==> src/rtl/pec_pkg.sv <==
package pec_pkg;
  typedef enum logic {
    PSEL_UPPER = 1'b0,
    PSEL_LOWER = 1'b1
  } preset_sel_e;

  typedef enum logic [1:0] {
    RSEL_UPPER  = 2'd0,
    RSEL_LOWER  = 2'd1,
    RSEL_ERR_HI = 2'd2,
    RSEL_ERR_LO = 2'd3
  } rd_sel_e;
endpackage

==> src/rtl/pec_preset_regs.sv <==
module pec_preset_regs
  import pec_pkg::*;
#(
  parameter int CNT_W  = 20,
  parameter int DATA_W = 16
) (
  input  logic              clk,
  input  logic              rst,
  input  logic              standby,
  input  logic              wr_en,
  input  logic              wr_sel,
  input  logic [DATA_W-1:0] wr_data,
  input  logic [DATA_W/8-1:0] wr_be,
  output logic [CNT_W-1:0]  preset_q
);
  localparam int HI_W = CNT_W - DATA_W;

  logic [HI_W-1:0] stage_q;
  logic            full_word;
  logic            wr_ok;

  // Only whole-word accesses are honoured; partial strobes are dropped.
  assign full_word = &wr_be;
  assign wr_ok     = wr_en & full_word & ~standby;

  always_ff @(posedge clk) begin
    if (rst || standby) begin
      stage_q  <= '0;
      preset_q <= '0;
    end else if (wr_ok) begin
      if (preset_sel_e'(wr_sel) == PSEL_UPPER) begin
        stage_q <= wr_data[HI_W-1:0];
      end else begin
        preset_q <= {stage_q, wr_data};
      end
    end
  end
endmodule

==> src/rtl/pec_counter.sv <==
module pec_counter #(
  parameter int CNT_W = 20
) (
  input  logic             clk,
  input  logic             rst,
  input  logic             ref_evt,
  input  logic             cnt_en,
  input  logic [CNT_W-1:0] preset,
  output logic [CNT_W-1:0] cnt_q
);
  always_ff @(posedge clk) begin
    if (rst) begin
      cnt_q <= '0;
    end else if (ref_evt) begin
      cnt_q <= preset;
    end else if (cnt_en) begin
      cnt_q <= cnt_q + 1'b1;
    end
  end
endmodule

==> src/rtl/pec_capture.sv <==
module pec_capture #(
  parameter int CNT_W = 20
) (
  input  logic             clk,
  input  logic             rst,
  input  logic             cap_evt,
  input  logic [CNT_W-1:0] cnt,
  output logic [CNT_W-1:0] err_q,
  output logic             err_vld_q
);
  localparam logic [CNT_W-1:0] MID = {1'b1, {(CNT_W-1){1'b0}}};

  always_ff @(posedge clk) begin
    if (rst) begin
      err_q     <= '0;
      err_vld_q <= 1'b0;
    end else begin
      err_vld_q <= cap_evt;
      if (cap_evt) begin
        err_q <= cnt - MID;
      end
    end
  end
endmodule

==> src/rtl/phase_err_counter.sv <==
module phase_err_counter
  import pec_pkg::*;
#(
  parameter int CNT_W  = 20,
  parameter int DATA_W = 16
) (
  input  logic              clk,
  input  logic              rst,
  input  logic              standby,
  input  logic              wr_en,
  input  logic              wr_sel,
  input  logic [DATA_W-1:0] wr_data,
  input  logic [DATA_W/8-1:0] wr_be,
  input  logic [1:0]        rd_sel,
  output logic [DATA_W-1:0] rd_data,
  input  logic              ref_evt,
  input  logic              cnt_en,
  input  logic              cap_evt,
  output logic [CNT_W-1:0]  err_data,
  output logic              err_vld
);
  logic [CNT_W-1:0] preset_q;
  logic [CNT_W-1:0] cnt_q;
  logic [CNT_W-1:0] err_hi_shift;

  pec_preset_regs #(.CNT_W(CNT_W), .DATA_W(DATA_W)) u_regs (
    .clk      (clk),
    .rst      (rst),
    .standby  (standby),
    .wr_en    (wr_en),
    .wr_sel   (wr_sel),
    .wr_data  (wr_data),
    .wr_be    (wr_be),
    .preset_q (preset_q)
  );

  pec_counter #(.CNT_W(CNT_W)) u_cnt (
    .clk     (clk),
    .rst     (rst),
    .ref_evt (ref_evt),
    .cnt_en  (cnt_en),
    .preset  (preset_q),
    .cnt_q   (cnt_q)
  );

  pec_capture #(.CNT_W(CNT_W)) u_cap (
    .clk       (clk),
    .rst       (rst),
    .cap_evt   (cap_evt),
    .cnt       (cnt_q),
    .err_q     (err_data),
    .err_vld_q (err_vld)
  );

  assign err_hi_shift = err_data >> DATA_W;

  // Registered readback; the preset registers are write-only and read zero.
  always_ff @(posedge clk) begin
    if (rst) begin
      rd_data <= '0;
    end else begin
      case (rd_sel_e'(rd_sel))
        RSEL_ERR_HI: rd_data <= err_hi_shift[DATA_W-1:0];
        RSEL_ERR_LO: rd_data <= err_data[DATA_W-1:0];
        default:     rd_data <= '0;
      endcase
    end
  end
endmodule

==> config.mk <==
export PLATFORM = sky130hd
export DESIGN_NAME = phase_err_counter
export DESIGN_NICKNAME = d
export VERILOG_FILES = /design/src/rtl/pec_pkg.sv /design/src/rtl/pec_preset_regs.sv /design/src/rtl/pec_counter.sv /design/src/rtl/pec_capture.sv /design/src/rtl/phase_err_counter.sv
export SDC_FILE = /design/constraint.sdc
export NUM_CORES = 1
export LEC_CHECK = 0
export ABC_AREA = 1
export ABC_CLOCK_PERIOD_IN_PS = 3420
export BUFFER_PORTS_ARGS = -buffer_cell sky130_fd_sc_hd__buf_2
export CAP_MARGIN = 20
export CORE_AREA = 2 2 79 81
export DETAILED_ROUTE_END_ITERATION = 10
export DIE_AREA = 0 0 81 83
export GPL_TIMING_DRIVEN = 0
export PLACE_DENSITY = 0.8
export REMOVE_ABC_BUFFERS = 1
export SYNTH_ARGS = -nofsm -noshare
export SYNTH_HDL_FRONTEND = slang
export SYNTH_SLANG_ARGS = --single-unit
export TNS_END_PERCENT = 5
==> constraint.sdc <==
create_clock -name clk -period 3.42 [get_ports clk]
set_clock_uncertainty 0.05 [all_clocks]
set_input_delay 0.513 -clock clk [delete_from_list [all_inputs] [get_ports clk]]
set_output_delay 0.513 -clock clk [all_outputs]
set_load 0.02 [all_outputs]
==> results.md, run 1 <==
- The flow ran to the end, and the final reports show no timing, DRC or antenna violations.
- Setup slack on the critical path of the routed design comes to between 1.5 and 2 ns.
- Setup repair after global routing left no endpoint under its margin.
- The final weighted congestion of routability-driven global placement is between 0.8 and 0.9.
- The relative contribution of sequential cells to total power is 51.8%.
- The number of detailed-route iterations in the first pass is 5.
- The number of synthesized register bits is 81.
- Power comes to 1.887 mW.
- The minimum period implied by the final worst setup slack is between 1.5 and 2 ns.
- Input and output buffers added on the ports amount to between 60 and 70.
- The setup violation total in the final timing report is 0.
- Once layout is complete, the cells apart from fillers number between 500 and 600.
- The final hold violation count is 0.
- The standard cell core area is between 5000 and 6000 sq um.
- The top cell type's share of synthesized area is 49.37%.
- The Yosys step of the flow raised 0 warnings.
- The destination of the worst register-to-register timing path is u_cnt.cnt_q[16].
- Clock latency on the worst-skew pair, taken at its later pin, is between 0.3 and 0.4 ns.
- The total clock buffers created by CTS is 9.
- The share of total power dissipated in combinational logic is just under 7%.
- The analysis attributes to cell leakage a power of approximately 1.6 nW.
- The detailed router finished its first iteration with about 160 violations.
- The floorplan step defined a die boundary enclosing slightly below 7000 sq um.
- The timing-limited maximum frequency is between 500 and 600 MHz.
- In the finished design, the share of the clock period the worst path needs comes to about half.
- In the synthesized netlist the dominant register cell turns out to be dfxtp_1.
- From synthesis to final layout, the design area changed by 17.07%.
- The required time of the critical path is 3.58 ns.
- In the final routed layout, each cell accounts on average for 12.81 um.
- The top cell types in the final layout, fill and taps aside, are 81 x dfxtp_1, 65 x nor2_1, 65 x nand2_1, 64 x buf_2, 49 x o21ai_0.
- The buffer levels on the longest clock path is 2.
- Global routing finished with a remaining overflow of 0.
- The number of cells on the critical path is 8.
- Once the clock tree was built, the setup fixing pass inserted 0 buffers.
- The total placed cells including tap cells is 551.
- The number of maximum-capacitance constraint violations is 0.
- The number of flops mapped to enable cells by yosys is 0.
- The startpoint type of the worst setup path is a flop.
- The die extent in x is about 81 um.
- Summed over all nets, the switching power comes to 0.4318 mW.
- The number of slew-limit violations in the final report is 0.
- Before CTS, the worst setup slack after placement is about 1.1 ns.
- On the critical path the largest part of the delay comes from simple AND/OR/NAND/NOR gates.
- By area the synthesized netlist is led by dfxtp_1 49%, o21ai_0 7.5%, nand2_1 7.4%.
- By startpoint and endpoint, the worst setup path is classified as reg2reg.
- The clock transition time at the flip-flop clock pins of the worst setup and hold paths is about 0.080 ns.
- The largest area contributor in the synthesized netlist is dfxtp_1.
- The transition time at the pin with the least slew margin is 0.6958 ns.
- The maximum fanout count along the critical path is 5.
- The post-synthesis async set-or-reset flop share is 0%.
- The worst register-to-register path begins at u_cnt.cnt_q[1].
- Detailed placement ended at an HPWL of 5038 um.
- Clock tree synthesis found a total of between 80 and 90 sinks.
- The H-tree depth is 3.
- The cell seen most often among critical-path stages is nand2_1.
- In this design, the stage delay of the slowest critical-path cell is 0.44 ns.
- The switching share of power is 22.88%.
- After detailed routing, the number of remaining DRC violations is 0.
- TritonCTS built the clock tree.
- 0 antenna diodes ended up in the layout.
- Counting every instance in the synthesized netlist gives between 400 and 500.
- Entering global routing, the biggest net connects 31 pins.
- Internal power comes to approximately 1.5 mW.
- The endpoint of the worst setup timing path is u_cnt.cnt_q[16].
- Leaving out fill and tap cells, the most frequent cell in the layout is dfxtp_1.
- The sequential share of the synthesized area is between 40% and 50%.
- The mapped netlist covers ~3300 sq um.
- Cells fill 66.11% of the core in the end.
- The peak supply drop is between 200 and 300 uV.
- The net count reported at finish is 517.
- The critical-path cell with the highest stage delay is dfxtp_1.
- The number of global-route vias before repair is between 2000 and 3000.
- The number of buffers and inverters on the critical path is 0.
- The number of I/O pins is 65.
- The register-to-register setup slack is approximately 1.7 ns.
- The post-detailed-route count of antenna-violating nets is 0.
- The data arrival time at the worst-slack endpoint is 1.86 ns.
- The routed layout has approximately 3000 vias.
- The path category of the worst min-delay check is in2reg.
- Of the total power, the clock network draws between 40% and 50%.
- The floorplan has 28 rows.
- The overall track demand over capacity in global routing is around 22%.
- Dividing total power by cell area gives a power density of 490.9 nW/um^2.
- The share of cells above drive strength 1 is a little under a fifth.
- The first global-routing pass estimated 12020 um of wire.
- The category of the worst setup path capture point is a flop.
- The die boundary height is approximately 83 um.
- The cts-stage hold buffer count is 0.
- The start point of the critical path is u_cnt.cnt_q[1].
- The count of unique library cells instantiated by Yosys is 33.
- The worst slew slack as a fraction of its limit is about 54%.
- The detail-routed via count per cell is roughly 5.4.
- The number of instances resized during post-cts repair is 0.
- CTS placed an instance of clkbuf_8 at the clock tree root.
- The final layout contains routed wiring with a total length of just over 7000 um.
- The critical path goes through ha_1 -> nand2_1 -> nor2_2 -> nand2_1 -> o21ai_0 -> nand2_1 -> nand2_1 -> a21oi_1.
- The initial cell density of the core is a little under three fifths.
- The initial antenna violation count was 0.
- The path depth of the worst reg2reg path is 8.
- The synthesized area divided by synthesized cell count is roughly 7.6 sq um.
- The setup TNS is 0 ns.
-- power groups by stage --
stage	clock (mW)	combinational, mW	sequential, mW
finish	0.781	0.128	0.978
global route	0.827	0.144	0.981
CTS	0.795	0.128	0.978
detailed placement	0	0.127	1.00
global placement	0	0.124	1.00
floorplan	0	0.0476	1.02
-- cells in the mapped netlist, types with 3 or more instances --
cell and count:
inv_2 3, nor2_2 3, nor3_1 7, nand2_1 65
a21oi_1 41, clkbuf_1 12, dfxtp_1 81, nand4_1 3
nor2_1 65, o21ai_0 49, xor2_1 4, a31oi_1 4
nand3_1 22, buf_2 3, a22oi_1 11, inv_1 37
-- sequential cells by signal, indices dropped and copies added (netlist names) --
signal,flops
rd_data,16
u_cap.err_vld_q,1
u_regs.stage_q,4
u_cnt.cnt_q,20
u_cap.err_q,20
u_regs.preset_q,20
-- layer usage --
layer  up-vias  global-route usage, %  routed length [um]
met1      1380                  30.43                3307
met4         0                  9.707                 105
met5         -                      0                   0
li1       1544                      -                   -
met2       113                  34.11                3370
met3        10                  3.913                 493
-- worst register-to-register path: cells and delay by family, from the launching register on --
| family | cells | cell delay (ns) |
|---|---|---|
| AO/OA/AOI/OAI | 2 | 0.29 |
| adder cells (fa/ha/maj) | 1 | 0.26 |
| flip-flops | 1 | 0.44 |
| AND/OR/NAND/NOR | 5 | 0.54 |
-- final cells by class --
class / instances / area (sq um)
Tap cell: 75 / 93.84
Sequential cell: 81 / 1622
Clock buffer: 12 / 155.1
Fill cell: 556 / 1971
Clock inverter: 4 / 75.07
Timing Repair Buffer: 65 / 327.8
Inverter: 40 / 150.1
Multi-Input combinational cell: 291 / 1421
-- how the worst min path moves through the flow --
stage | depth (start not counted) | endpoint | startpoint
4_1_cts | 3 | u_regs.preset_q[13] | wr_data[13]
2_1_floorplan | 2 | u_regs.preset_q[12] | u_regs.preset_q[12]
3_3_place_gp | 2 | u_regs.preset_q[4] | u_regs.preset_q[4]
6_report | 3 | u_regs.preset_q[13] | wr_data[13]
5_1_grt | 3 | u_regs.preset_q[9] | wr_data[9]
3_5_place_dp | 2 | u_regs.stage_q[1] | u_regs.stage_q[1]
-- through the flow --
stage	instance area, sq um	hold slack (ns)
after floorplan	3193	0.3719
after global placement	3607	0.3843
after detailed placement	3607	0.3904
after CTS	3837	0.3289
after global routing	3845	0.3451
final	3845	0.3385
-- kinds of logic after synthesis --
family | count (synthesis) | synth area share, %
buffers and inverters | 60 | 7.352
XOR/XNOR | 5 | 1.333
flip-flops | 81 | 49.37
AO/OA/AOI/OAI | 114 | 18.93
AND/OR/NAND/NOR | 171 | 22.63
adder cells (fa/ha/maj) | 1 | 0.3809
Note: power is estimated with default switching activity, not from simulation.
==> run 2, diff against run 1 <==
--- a/config.mk
+++ b/config.mk
@@ -6,14 +6,14 @@
 export NUM_CORES = 1
 export LEC_CHECK = 0
 export ABC_AREA = 1
-export ABC_CLOCK_PERIOD_IN_PS = 3420
+export ABC_CLOCK_PERIOD_IN_PS = 1400
 export BUFFER_PORTS_ARGS = -buffer_cell sky130_fd_sc_hd__buf_2
 export CAP_MARGIN = 20
-export CORE_AREA = 2 2 79 81
+export CORE_AREA = 2 2 85 87
 export DETAILED_ROUTE_END_ITERATION = 10
-export DIE_AREA = 0 0 81 83
+export DIE_AREA = 0 0 87 89
 export GPL_TIMING_DRIVEN = 0
-export PLACE_DENSITY = 0.8
+export PLACE_DENSITY = 0.73
 export REMOVE_ABC_BUFFERS = 1
 export SYNTH_ARGS = -nofsm -noshare
 export SYNTH_HDL_FRONTEND = slang
==> constraint.sdc (replaced) <==
create_clock -name clk -period 1.4 [get_ports clk]
set_clock_uncertainty 0.05 [all_clocks]
set_input_delay 0.21 -clock clk [delete_from_list [all_inputs] [get_ports clk]]
set_output_delay 0.21 -clock clk [all_outputs]
set_load 0.02 [all_outputs]
==> results.md, run 2 (synthesis gave the netlist of run 1 again) <==
- The flow ran to the end, but the final reports show violations.
- The checks that failed: negative setup slack.
- The maximum fanout count along the critical path was 4 (-1).
- The detail-routed via count per cell was 5.178 (-3.5%).
- Compared with the post-synthesis result, the final layout area differs by 20.27%.
- The share of cells above drive strength 1 is 22.87% (+4.0 points).
- The post-detailed-route count of antenna-violating nets is 0 (unchanged).
- The buffer levels on the longest clock path is 2 (unchanged).
- The detailed-route via count is 2972 (-2.5%).
- The detailed-route wire length per cell is 13.21 um (+3.1%).
- The total overflow reported by the global router is 0 (unchanged).
- The CTS sink count was 81 (unchanged).
- The initial antenna violation count is 0 (unchanged).
- The HPWL after detailed placement is 5140 um (+2.0%).
- The cell sitting at the root of the clock tree is a clkbuf_8.
- The worst slew slack as a fraction of its limit is 53.64% (+0.080 points).
- The combinational group share of total power is 6.7% (about the same).
- The final hold violation count is 0 (unchanged).
- The standard cell core area came to 6719 sq um (+16%).
- The relative contribution of sequential cells to total power was 49.9% (-1.9 points).
- The number of placement rows came to 30 (+7.1%).
- The number of slew-limit violations in the final report is 0 (unchanged).
- The first-iteration detailed-routing DRC count is 159 (-1.2%).
- The commonest non-fill, non-tap cell in the layout is dfxtp_1.
- The setup TNS came to -0.01032 ns (-0.01032 ns).
- The detailed-route DRC error count came to 0 (unchanged).
- The timing-limited maximum frequency is 709.1 MHz (+21%).
- The setup violation total in the final timing report is 1 (+1).
- The number of I/O pins came to 65 (unchanged).
- The H-tree depth is 3 (unchanged).
- The worst setup slack after layout is -0.01032 ns (-1.723 ns).
- In this run the worst hold path is classified as in2reg.
- The area of the multi-input gates is 1463 sq um (+2.9%).
- The largest registers in the layout are u_cap.err_q: 20 flops, u_cnt.cnt_q: 20 flops, u_regs.preset_q: 20 flops.
- The die footprint is 7743 sq um (+15%).
- The die boundary height is 89 um (+7.2%).
- The first-pass GRT wire length is 12320 um (+2.5%).
- Setup repair after global routing could not meet its margin everywhere.
- The number of maximum-capacitance constraint violations came to 0 (unchanged).
- The net load switching power is 1.097 mW (+150%).
- The net count reported at finish is 518 (+0.19%).
- The initial cell density of the core is 48.88% (-7.6 points).
- The peak supply drop was 814.5 uV (+210%).
- The category of the worst setup path capture point is a flop.
- The cell area after layout came to 3950 sq um (+2.7%).
- The fraction of power consumed by the clock network came to 43.3% (+1.9 points).
- The number of inserted filler cells in the final layout is 644 (+16%).
- The total design power is 4.786 mW (+150%).
- The cell internal power dissipation is 3.689 mW (+150%).
- The final weighted congestion of routability-driven global placement came to 0.8888 (+5.8%).
- The number of detailed-route iterations in the first pass was 5 (unchanged).
- The register cell area after layout was 1643 sq um (+1.3%).
- The count of inserted antenna diode cells is 0 (unchanged).
- Leaving out fill and tap cells, the most frequent cells in the layout are 70 x dfxtp_1, 63 x nor2_1, 63 x nand2_1, 63 x buf_2, 48 x o21ai_0.
- The overall track demand over capacity in global routing is 20.38% (-1.9 points).
- The switching share of power was 22.91% (+0.035 points).
- The power density of the placed cells is 1212 nW/um^2 (+150%).
- The total placed cells including tap cells was 556 (+0.91%).
- The die extent in x is 87 um (+7.4%).
- The insertion delay of the later-clocked pin in the worst-skew pair is 0.35 ns (about the same).
- The placed instance area is 3613 sq um (+0.17%).
- The data arrival time at the worst-slack endpoint is 1.58 ns (-0.28 ns).
- The count of non-filler cells in the finished layout is 574 (+1.1%).
- The core occupancy in the finished layout is 58.79% (-7.3 points).
- The number of global-route vias before repair was 2705 (+1.2%).
- The minimum period implied by the final worst setup slack is 1.410 ns (-0.2975 ns).
- The required time of the critical path came to 1.57 ns (-2.01 ns).
- The final worst-path cycle share came to 100.7% (+51 points).
- The total clock buffers created by CTS came to 9 (unchanged).
- The critical path class is reg2reg.
- The leakage power total is 1.648 nW (+0.92%).
- The startpoint type of the worst setup path is a flop.
- TritonCTS built the clock tree.
- The largest net degree at the start of global routing is 31 (unchanged).
- The clock transition time at the flip-flop clock pins of the worst setup and hold paths is 0.08 ns (about the same).
- The final routed wirelength across all metal layers is 7583 um (+4.2%).
- The transition time at the pin with the least slew margin is 0.6946 ns (-0.001196 ns).
- The number of port buffers was 64 (unchanged).
run 2: path summary, 6_finish.rpt:
kind / cells past startpoint / from / slack, ns / end
worst min register to register: 2 / u_cap.err_q[15] / 0.39 / rd_data[15]
worst min-delay path: 3 / wr_data[13] / 0.02 / u_regs.preset_q[13]
worst max-delay path: 8 / u_cnt.cnt_q[0] / -0.01 / u_cnt.cnt_q[10]
worst max register to register: 8 / u_cnt.cnt_q[0] / -0.01 / u_cnt.cnt_q[10]
run 2: worst max-delay path, stage by stage, from the launching register on:
cell,delay (ns)
dfxtp_4,0.39
ha_4,0.15
nand2_2,0.08
nor2_4,0.17
nand3_2,0.12
nand2_1,0.09
inv_1,0.04
o21ai_1,0.11
a21oi_1,0.07
run 2: stage by stage:
step	setup WS, ns	hold WS (ns)
3_5_place_dp	-0.5877	0.3853
2_1_floorplan	0.06178	0.2224
6_report	-0.01032	0.02119
5_1_grt	-0.09169	0.02777
4_1_cts	-0.009346	0.01086
3_3_place_gp	-0.5721	0.3811
run 2: layout make-up:
type / instances / share of cell area [%]
Clock buffer: 10 / 3.484
Clock inverter: 6 / 2.914
Inverter: 40 / 3.896
Multi-Input combinational cell: 291 / 37.03
Sequential cell: 81 / 41.59
Tap cell: 80 / 2.534
Timing Repair Buffer: 65 / 8.362
Timing Repair inverter: 1 / 0.1901
run 2: repair_timing:
item	4_1_cts	5_1_grt
setup buffers	0	1
pin swaps	0	2
setup endpoints to repair	35	44
hold buffers	0	0
gates cloned	0	1
gates resized for setup	10	17
run 2: routing by layer:
layer	routed length, um	track usage, %	part of all wire (%)
met5	0	0	0
met4	120	9.375	1.6
met3	493	5.078	6.5
met2	3382	32.34	45
met1	3586	26.26	47
run 2: power by group through the flow:
stage	Combinational (mW)	Clock [mW]	Sequential [mW]
after global routing	0.360	2.20	2.40
after CTS	0.318	2.10	2.39
after detailed placement	0.312	0	2.44
after global placement	0.306	0	2.44
after floorplan	0.116	0	2.49
final	0.323	2.07	2.39
==> run 3, diff against run 2 <==
--- a/config.mk
+++ b/config.mk
@@ -13,8 +13,7 @@
 export DETAILED_ROUTE_END_ITERATION = 10
 export DIE_AREA = 0 0 87 89
 export GPL_TIMING_DRIVEN = 0
-export PLACE_DENSITY = 0.73
-export REMOVE_ABC_BUFFERS = 1
+export PLACE_DENSITY = 0.81
 export SYNTH_ARGS = -nofsm -noshare
 export SYNTH_HDL_FRONTEND = slang
 export SYNTH_SLANG_ARGS = --single-unit
==> results.md, run 3 (synthesis gave the netlist of run 1 again) <==
- The first-pass GRT wire length is 13080 um (+6.2%).
- The final routed wirelength across all metal layers was 7948 um (+4.8%).
- When the netlist entered floorplanning its net count stood at about 460.
- The CTS sink count is 81 (unchanged).
- The initial cell density of the core is 48.88% (unchanged).
- The worst setup slack after layout came to -0.02684 ns (-0.01653 ns).
- The number of I/O pins is 65 (unchanged).
- The CTS tree is built.
- Among the stages of the critical path, the cell type that occurs most often is nand2_2.
- The net count reported at finish is 541 (+4.4%).
- The clock transition time at the flip-flop clock pins of the worst setup and hold paths came to 0.08 ns (about the same).
- The detailed-route wire length per cell is 13.31 um (+0.78%).
- The register cell area after layout is 1642 sq um (about the same).
- The largest registers in the layout are u_cap.err_q: 20 flops, u_cnt.cnt_q: 20 flops, u_regs.preset_q: 20 flops.
- The number of detailed-route iterations in the first pass is 5 (unchanged).
- The peak supply drop came to 628.9 uV (-23%).
- The first-iteration detailed-routing DRC count is 143 (-10%).
- The post-detailed-route count of antenna-violating nets was 0 (unchanged).
- The number of maximum-capacitance constraint violations is 0 (unchanged).
- The setup violation total in the final timing report came to 2 (+1).
- The die boundary height came to 89 um (unchanged).
- For this design, the slowest cell found on the critical path is dfxtp_4.
- The minimum period implied by the final worst setup slack is 1.427 ns (+0.01653 ns).
- The number of port buffers came to 63 (-1.6%).
- The checks that failed: negative setup slack.
- The area of the multi-input gates is 1513 sq um (+3.4%).
- The die extent in x was 87 um (unchanged).
- The transition time at the pin with the least slew margin is 0.5499 ns (-0.1447 ns).
- The number of cells on the critical path came to 8 (unchanged).
- The clock root buffer master is clkbuf_8.
- The data arrival time at the worst-slack endpoint is 1.60 ns (+0.02 ns).
- The setup TNS is -0.05015 ns (-0.03983 ns).
- The detailed-route via count is 3136 (+5.5%).
- The path depth of the worst reg2reg path came to 8 (unchanged).
- The delay of the slowest cell on the worst path is 0.39 ns (about the same).
- The power density of the placed cells was 1096 nW/um^2 (-9.5%).
- The critical path is of the reg2reg type.
- The worst slew slack as a fraction of its limit was 63.34% (+9.7 points).
- The relative contribution of sequential cells to total power is 53.8% (+3.9 points).
- The register-to-register setup slack is -0.03 ns (-0.02 ns).
- The initial antenna violation count is 0 (unchanged).
- The combinational group share of total power is 7.6% (+0.9 points).
- The HPWL after detailed placement was 5773 um (+12%).
- The startpoint identified for the worst hold timing path is wr_data[15].
- The cell area after layout was 4058 sq um (+2.7%).
- The total overflow reported by the global router is 0 (unchanged).
- The detail-routed via count per cell is 5.253 (+1.5%).
- The final worst-path cycle share came to 101.9% (+1.2 points).
- The net load switching power is 1.107 mW (+0.98%).
- The final hold violation count is 0 (unchanged).
- The total clock buffers created by CTS was 9 (unchanged).
- The startpoint identified for the worst register-to-register timing path is u_cnt.cnt_q[1].
- The detailed-route DRC error count is 0 (unchanged).
- On the critical path the largest part of the delay comes from simple AND/OR/NAND/NOR gates.
- The sum of buffers and inverters on the critical path was 1 (unchanged).
- The required time of the critical path came to 1.57 ns (about the same).
- The path category of the worst min-delay check is in2reg.
- The overall track demand over capacity in global routing is 21.44% (+1.1 points).
- The number of placement rows was 30 (unchanged).
- The buffer levels on the longest clock path is 2 (unchanged).
- The area added between synthesis and finish is 23.54%.
- The number of global-route vias before repair is 2854 (+5.5%).
- The timing-limited maximum frequency is 700.8 MHz (-1.2%).
- The leakage power total is 1.719 nW (+4.3%).
- The run finished, with violations left.
- The count of inserted antenna diode cells is 0 (unchanged).
- The worst hold path depth came to 3 (unchanged).
- The fraction of power consumed by the clock network is 38.6% (-4.7 points).
- The startpoint type of the worst setup path is a flop.
- The share of cells above drive strength 1 is 25.53% (+2.7 points).
- The die footprint is 7743 sq um (unchanged).
- The hold slack was 0.02873 ns (+0.007540 ns).
- The core occupancy in the finished layout is 60.39% (+1.6 points).
- Setup repair after global routing could not meet its margin everywhere.
- The insertion delay of the later-clocked pin in the worst-skew pair is 0.35 ns (about the same).
- The number of slew-limit violations in the final report came to 0 (unchanged).
- The largest net degree at the start of global routing is 15 (-52%).
- The maximum fanout count along the critical path is 4 (unchanged).
- In the layout the commonest cells are 69 x dfxtp_1, 66 x buf_2, 62 x nor2_1, 61 x nand2_1, 47 x o21ai_0.
- The cts-stage hold buffer count is 0 (unchanged).
- The library cell used most frequently in the layout, excluding fill and tap cells, is dfxtp_1.
- The number of inserted filler cells in the final layout was 607 (-5.7%).
- The standard cell core area came to 6719 sq um (unchanged).
- The switching share of power was 24.90% (+2.0 points).
- The H-tree depth is 3 (unchanged).
- Walking the worst path, the cells encountered are ha_4 -> nand2_2 -> nor2_4 -> nand3_4 -> nand2_2 -> inv_1 -> o21ai_2 -> a21oi_2.
- Tracing the worst setup path back leads to its startpoint at u_cnt.cnt_q[1].
- The final weighted congestion of routability-driven global placement is 0.9057 (+1.9%).
- STA classifies the critical path endpoint as a flop.
- The placed instance area came to 3700 sq um (+2.4%).
- The cell internal power dissipation is 3.340 mW (-9.5%).
## run 3: tightest hold or removal path, stage by stage
cell and delay (ns):
buf_2 0.07, nor2_1 0.03, nor2_1 0.08
## run 3: worst paths after layout
kind / end
min reg2reg: u_regs.preset_q[1]
max reg2reg: u_cnt.cnt_q[10]
min: u_regs.preset_q[15]
max: u_cnt.cnt_q[10]
## run 3: final cells by class
type | instances | share of cell area, %
inverters | 40 | 3.700
multi-input cells | 292 | 37.28
repair buffers | 68 | 8.696
plain buffers | 20 | 2.344
clock buffers | 10 | 3.392
clock inverters | 6 | 1.665
flip-flops and latches | 81 | 40.46
well taps | 80 | 2.467
## run 3: power by group through the flow
stage          logic [mW]  registers [mW]  clock network, mW
4_1_cts             0.333            2.39               1.74
3_3_place_gp        0.324            2.44                  0
2_1_floorplan       0.152            2.49                  0
3_5_place_dp        0.328            2.45                  0
5_1_grt             0.377            2.40               1.85
6_report            0.339            2.39               1.72
## run 3: layer usage
metal	part of all wire [%]	track usage, %	routed length (um)	vias up
li1	-	-	-	1594
met1	46	27.78	3629	1435
met2	47	36.29	3761	97
met3	5.6	3.416	448	10
met4	1.4	7.813	110	0
met5	0	0	0	-
## run 3: through the flow
stage / total power [mW] / cells / worst slack, ns
6_report: 4.447 / 597 / -0.02684
4_1_cts: 4.460 / 592 / 0.004001
2_1_floorplan: 2.638 / 432 / 0.05827
3_3_place_gp: 2.768 / 575 / -0.1545
3_5_place_dp: 2.774 / 575 / -0.1823
5_1_grt: 4.621 / 597 / -0.09661
## run 3: timing repair
action,4_1_cts,5_1_grt
setup endpoints to repair,6,13
cloned,0,1
setup buffers,1,4
resized for setup,10,28
pin swaps,2,12
